`src/rtl/gpio_pkg.sv`:
```
package gpio_pkg;
  localparam int unsigned GPIO_W  = 16;
  localparam int unsigned GPIO_AW = 4;
  localparam int unsigned GPIO_NQ = 4;
  localparam logic [GPIO_AW-1:0] OFS_DIR = 4'h0;
  localparam logic [GPIO_AW-1:0] OFS_LVL = 4'h4;
  localparam logic [GPIO_AW-1:0] OFS_VAL = 4'h8;
  localparam logic [GPIO_AW-1:0] OFS_MSK = 4'hC;
endpackage

```
`src/rtl/gpio_rst_sync.sv`:
```
module gpio_rst_sync #(
  parameter int unsigned STAGES = 2
) (
  input  logic clk,
  input  logic rst_ni,
  output logic rst_no
);
  logic [STAGES-1:0] sh_q, sh_d;

  always_comb sh_d = {sh_q[STAGES-2:0], 1'b1};

  always_ff @(posedge clk or negedge rst_ni) begin
    if (!rst_ni) sh_q <= '0;
    else         sh_q <= sh_d;
  end

  assign rst_no = sh_q[STAGES-1];
endmodule

```
`src/rtl/gpio_in_sync.sv`:
```
module gpio_in_sync #(
  parameter int unsigned W = 16
) (
  input  logic         clk,
  input  logic         rst_ni,
  input  logic [W-1:0] pin_i,
  output logic [W-1:0] lvl_o
);
  logic [W-1:0] meta_q, lvl_q;

  // Free running: keeps sampling while reset is held.
  always_ff @(posedge clk) begin
    meta_q <= pin_i;
    lvl_q  <= meta_q;
  end

  assign lvl_o = lvl_q;

  // level register lags the pins by two edges
  assert_level_lag_R4: assert property (@(posedge clk) disable iff (!rst_ni)
    lvl_q == $past(pin_i, 2));
endmodule

```
`src/rtl/gpio_regs.sv`:
```
module gpio_regs
  import gpio_pkg::*;
#(
  parameter int unsigned W  = GPIO_W,
  parameter int unsigned AW = GPIO_AW
) (
  input  logic          clk,
  input  logic          rst_ni,
  input  logic          wr_i,
  input  logic [AW-1:0] addr_i,
  input  logic [W-1:0]  wdata_i,
  input  logic [W-1:0]  lvl_i,
  output logic [W-1:0]  rdata_o,
  output logic [W-1:0]  dir_o,
  output logic [W-1:0]  val_o,
  output logic [W-1:0]  msk_o
);
  logic [W-1:0] dir_q, dir_d, val_q, val_d, msk_q, msk_d;
  logic         dir_en, val_en, msk_en;

  always_comb begin
    dir_en = wr_i && (addr_i == OFS_DIR);
    val_en = wr_i && (addr_i == OFS_VAL);
    msk_en = wr_i && (addr_i == OFS_MSK);
    dir_d  = dir_en ? wdata_i : dir_q;
    val_d  = val_en ? wdata_i : val_q;
    msk_d  = msk_en ? wdata_i : msk_q;
  end

  always_ff @(posedge clk or negedge rst_ni) begin
    if (!rst_ni) begin
      dir_q <= '1;
      val_q <= '0;
      msk_q <= '0;
    end else begin
      dir_q <= dir_d;
      val_q <= val_d;
      msk_q <= msk_d;
    end
  end

  always_comb begin
    unique case (addr_i)
      OFS_DIR: rdata_o = dir_q;
      OFS_LVL: rdata_o = lvl_i;
      OFS_VAL: rdata_o = val_q;
      OFS_MSK: rdata_o = msk_q;
      default: rdata_o = '0;
    endcase
  end

  assign dir_o = dir_q;
  assign val_o = val_q;
  assign msk_o = msk_q;

  // a write to the direction offset lands next cycle
  assert_dir_write_R6: assert property (@(posedge clk) disable iff (!rst_ni)
    (wr_i && addr_i == OFS_DIR) |=> (dir_q == $past(wdata_i)));

  // writes elsewhere leave all storage untouched
  assert_ignored_write_R7: assert property (@(posedge clk) disable iff (!rst_ni)
    (wr_i && addr_i != OFS_DIR && addr_i != OFS_VAL && addr_i != OFS_MSK)
      |=> ($stable(dir_q) && $stable(val_q) && $stable(msk_q)));
endmodule

```
`src/rtl/gpio_pad_mux.sv`:
```
module gpio_pad_mux #(
  parameter int unsigned W  = 16,
  parameter int unsigned NQ = 4
) (
  input  logic          rst_ni,
  input  logic          ep_i,
  input  logic [NQ-1:0] irq_req_i,
  input  logic [W-1:0]  dir_i,
  input  logic [W-1:0]  val_i,
  output logic [W-1:0]  pin_o,
  output logic [W-1:0]  pin_oe_o
);
  for (genvar i = 0; i < W; i++) begin : g_pin
    if (i < NQ) begin : g_shared
      assign pin_o[i]    = ep_i ? ~irq_req_i[i] : val_i[i];
      assign pin_oe_o[i] = rst_ni & (ep_i | ~dir_i[i]);
    end else begin : g_plain
      assign pin_o[i]    = val_i[i];
      assign pin_oe_o[i] = rst_ni & ~dir_i[i];
    end
  end
endmodule

```
`src/rtl/gpio_unit.sv`:
```
module gpio_unit
  import gpio_pkg::*;
#(
  parameter int unsigned W  = GPIO_W,
  parameter int unsigned AW = GPIO_AW,
  parameter int unsigned NQ = GPIO_NQ
) (
  input  logic          clk,
  input  logic          rst_n,
  input  logic          reg_wr,
  input  logic [AW-1:0] reg_addr,
  input  logic [W-1:0]  reg_wdata,
  output logic [W-1:0]  reg_rdata,
  input  logic          ep_mode,
  input  logic [NQ-1:0] irq_req,
  input  logic [W-1:0]  pin_in,
  output logic [W-1:0]  pin_out,
  output logic [W-1:0]  pin_oe,
  output logic          cpu_irq
);
  logic         rst_n_int;
  logic [W-1:0] lvl, dir, val, msk;

  gpio_rst_sync #(.STAGES(2)) i_rst (
    .clk(clk), .rst_ni(rst_n), .rst_no(rst_n_int));

  gpio_in_sync #(.W(W)) i_sync (
    .clk(clk), .rst_ni(rst_n_int), .pin_i(pin_in), .lvl_o(lvl));

  gpio_regs #(.W(W), .AW(AW)) i_regs (
    .clk(clk), .rst_ni(rst_n_int), .wr_i(reg_wr), .addr_i(reg_addr),
    .wdata_i(reg_wdata), .lvl_i(lvl), .rdata_o(reg_rdata),
    .dir_o(dir), .val_o(val), .msk_o(msk));

  gpio_pad_mux #(.W(W), .NQ(NQ)) i_mux (
    .rst_ni(rst_n_int), .ep_i(ep_mode), .irq_req_i(irq_req),
    .dir_i(dir), .val_i(val), .pin_o(pin_out), .pin_oe_o(pin_oe));

  assign cpu_irq = |(msk & ~lvl);

  // endpoint strap owns the low pins
  assert_ep_pins_R5: assert property (@(posedge clk) disable iff (!rst_n_int)
    ep_mode |-> (pin_oe[NQ-1:0] == '1 && pin_out[NQ-1:0] == ~irq_req));

  // pads released while the internal reset holds
  assert_hiz_reset_R3: assert property (@(posedge clk) disable iff (rst_n_int)
    1'b1 |-> (pin_oe == '0));
endmodule

```
`config.mk`:
```
export PLATFORM = sky130hd
export DESIGN_NAME = gpio_unit
export DESIGN_NICKNAME = d
export VERILOG_FILES = /design/src/rtl/gpio_pkg.sv /design/src/rtl/gpio_rst_sync.sv /design/src/rtl/gpio_in_sync.sv /design/src/rtl/gpio_regs.sv /design/src/rtl/gpio_pad_mux.sv /design/src/rtl/gpio_unit.sv
export SDC_FILE = /design/constraint.sdc
export NUM_CORES = 1
export LEC_CHECK = 0
export BUFFER_PORTS_ARGS = -buffer_cell sky130_fd_sc_hd__buf_2
export CAP_MARGIN = 10
export CORE_AREA = 2 2 90 92
export DETAILED_ROUTE_END_ITERATION = 6
export DIE_AREA = 0 0 92 94
export GPL_TIMING_DRIVEN = 1
export PLACE_DENSITY = 0.7
export SLEW_MARGIN = 20
export SYNTH_ARGS = -nofsm -noshare
export SYNTH_HDL_FRONTEND = slang
export SYNTH_SLANG_ARGS = --single-unit
```
`constraint.sdc`:
```
create_clock -name clk -period 2.15 [get_ports clk]
set_clock_uncertainty 0.15 [all_clocks]
set_input_delay 0.1075 -clock clk [delete_from_list [all_inputs] [get_ports clk]]
set_output_delay 0.1075 -clock clk [all_outputs]
set_load 0.03 [all_outputs]
```
==> impl_metrics.json <==
{
  "initial_core_util_pct": 44.3,
  "timing.final.ws_setup_ns": 0.104,
  "hold_viol": 0,
  "dp_hpwl_microns": 5470,
  "wl_microns": 7800,
  "synth.largest_area_cell": "dfrtp_1",
  "maxCapViolations": 0,
  "end_kind": "output pin",
  "path_class": "reg2out",
  "switchingPower_mw": 1.22,
  "yosysMostFrequentCell": "mux2_2",
  "hold_class": "reg2reg",
  "internal_power_mw": 2.95,
  "cts.sinks": 82,
  "clkTransAtPathRegs_ns": 0.08,
  "detail_route.vias_per_cell": 4.98,
  "required_ns": 1.89,
  "topRoutingLayerUsed": "met4",
  "switching_share_pct": 29.2,
  "p_per_area_nw_per_um2": 929,
  "antenna_found_initial": 0,
  "grt_max_degree": 28,
  "syn_inst": 256,
  "diodes": 0,
  "leakagePower_nw": 2.15,
  "fmax_mhz": 489,
  "antenna_left": 0,
  "arrival_ns": 1.79,
  "routed-via-count": 2430,
  "track_usage_pct": 18.8,
  "m1WireLength_microns": 3590,
  "port_buffers": 92,
  "nets": 425,
  "post-cts-setup-buffers": 0,
  "clkPwrFrac_pct": 29.1,
  "startpoint_type": "flop",
  "instances_no_fill": 488,
  "die_y_microns": 94,
  "cp_max_fo": 3,
  "drt_iter0_drc": 85,
  "first_pass_iters": 4,
  "seq_power_share_pct": 48.3,
  "syn_nets": 300,
  "syn_area_per_cell_sq_um": 13.2,
  "drv_slew": 0,
  "r2r_cells": 1,
  "area_growth_pct": 33.2,
  "post-place-ws_ns": 0.350,
  "wl_met3_microns": 444,
  "dp.cells": 437,
  "p_comb_share_pct": 22.6,
  "hold_path_depth": 0,
  "core_region_area_sq_um": 7610,
  "grt_pass1_wl_microns": 12200,
  "grt_pass1_vias": 2457,
  "clock_latency_ns": 0.36,
  "cts_tree": "yes",
  "seq_area_frac_synth_pct": 56.8,
  "drive_above_1_share_pct": 48.4,
  "met2_length_microns": 3670,
  "die_area_sq_um": 8650,
  "cts-buffers-inserted": 9,
  "die_w_microns": 92,
  "synth-seq-cells": 82,
  "status": "finished clean",
  "ys_warn_count": 0,
  "min_period_over_period_pct": 95.2,
  "rows": 32,
  "dominantRegCellSynth": "dfrtp_1",
  "async_reset_ff_share_pct": 61.0,
  "vdd_drop_max_v": 0.000484,
  "finalPower_mw": 4.17,
  "ios": 93,
  "fin_tns_setup_ns": 0,
  "syn_area_sq_um": 3370,
  "h-tree-depth": 3,
  "routabilityCongestion": 0.778,
  "synth_area_leaders": "dfrtp_1 25%, dfxtp_1 19%, mux2_2 13%",
  "root_buffer": "clkbuf_8",
  "cts_buffer_depth": 2,
  "drc": 0,
  "setup-violations-final": 0,
  "fin_crit_ns": 2.05,
  "wl_per_cell_microns": 16.0,
  "synth_top_area_share_pct": 25.3,
  "synth_edf_count": 0,
  "rsz0062_at_grt": "no",
  "synth_cell_types": 26,
  "gr-total-overflow": 0,
  "synth_commonest_cells": "38 x mux2_2, 34 x dfrtp_1, 32 x dfxtp_1"
}
## sequential cells by signal, indices dropped and copies added (netlist names)
name / count
i_regs.msk_o: 16
i_regs.val_o: 16
i_sync.lvl_o: 16
i_rst.sh_q: 2
i_sync.meta_q: 16
i_regs.dir_o: 16
## metal layers
metal	track usage (%)	vias to the layer above
met1	24.1	1201
met4	7.96	0
met2	29.4	75
met5	0	-
li1	-	1142
met3	5.94	12
## what timing repair did
action / CTS / global route
setup endpoints to repair: 1 / 1
gates resized for setup: 1 / 1
hold buffers: 35 / 0
hold endpoints to repair: 68 / 0
gates cloned: 0 / 0
## power by group through the flow
stage          clock network, mW  logic, mW  registers, mW
2_1_floorplan                  0      0.730           1.99
3_3_place_gp                   0      0.879           2.03
3_5_place_dp                   0      0.897           2.04
4_1_cts                     1.24      0.949           2.01
5_1_grt                     1.30       1.00           2.05
6_report                    1.22      0.940           2.01
## area by class of cell
| class | count | area (sq um) |
|---|---|---|
| Clock buffer | 11 | 141 |
| Clock inverter | 5 | 77.6 |
| Fill cell | 645 | 3120 |
| Inverter | 5 | 18.8 |
| Multi-Input combinational cell | 144 | 1290 |
| Sequential cell | 82 | 1910 |
| Tap cell | 102 | 128 |
| Timing Repair Buffer | 139 | 913 |
## layout by cell type (no fill, tap or decap), drive strengths merged
cell type and count:
buf 104, mux2 48, dlygate4sd3 35, dfrtp 34, dfxtp 32, nor2b 24
nor2 20, mux2i 16, a221o 16, dfstp 16, clkbuf 11, inv 5
a21oi 4, a21boi 4, a2111oi 4, clkinv 2, bufinv 2, nand2 2
nor4bb 1, nor4b 1, or3 1, nand4 1, or3b 1, clkinvlp 1
conb 1
## per-stage QoR
stage | hold WS (ns) | cell area (sq um) | utilization, %
3_3_place_gp | -0.255 | 3920 | 51.5
2_1_floorplan | -0.338 | 3370 | -
3_5_place_dp | -0.254 | 3920 | 51.5
4_1_cts | 0.175 | 4490 | 59.0
5_1_grt | 0.177 | 4490 | 59.0
6_report | 0.174 | 4490 | 59.0
## path summary, 6_finish.rpt
check | start | to | slack [ns]
setup reg to reg | i_rst.sh_q[1] | i_regs.val_o[13] | 1.09
hold / removal | i_sync.meta_q[15] | i_sync.lvl_o[15] | 0.17
setup / recovery | i_regs.msk_o[12] | cpu_irq | 0.10
min in group asynchronous | i_rst.sh_q[1] | i_regs.msk_o[8] | 0.19
max in group asynchronous | i_rst.sh_q[1] | i_regs.val_o[13] | 1.09
hold reg to reg | i_sync.meta_q[15] | i_sync.lvl_o[15] | 0.17
## worst max-delay path, stage by stage, from the launching register on
cell and delay, ns:
dfrtp_1 0.39, nor2b_1 0.16, a2111oi_1 0.45, nand4_1 0.20, buf_2 0.23
## cells by family (layout without fill, tap and decap cells)
group	Yosys count	in the layout	synth area share, %
AO/OA/AOI/OAI	28	28	7.28
buffers and inverters	30	160	5.57
flip-flops	82	82	56.8
multiplexers	64	64	21.9
other	1	1	0.111
AND/OR/NAND/NOR	51	51	8.36
Power figures use the tool's default switching activity.
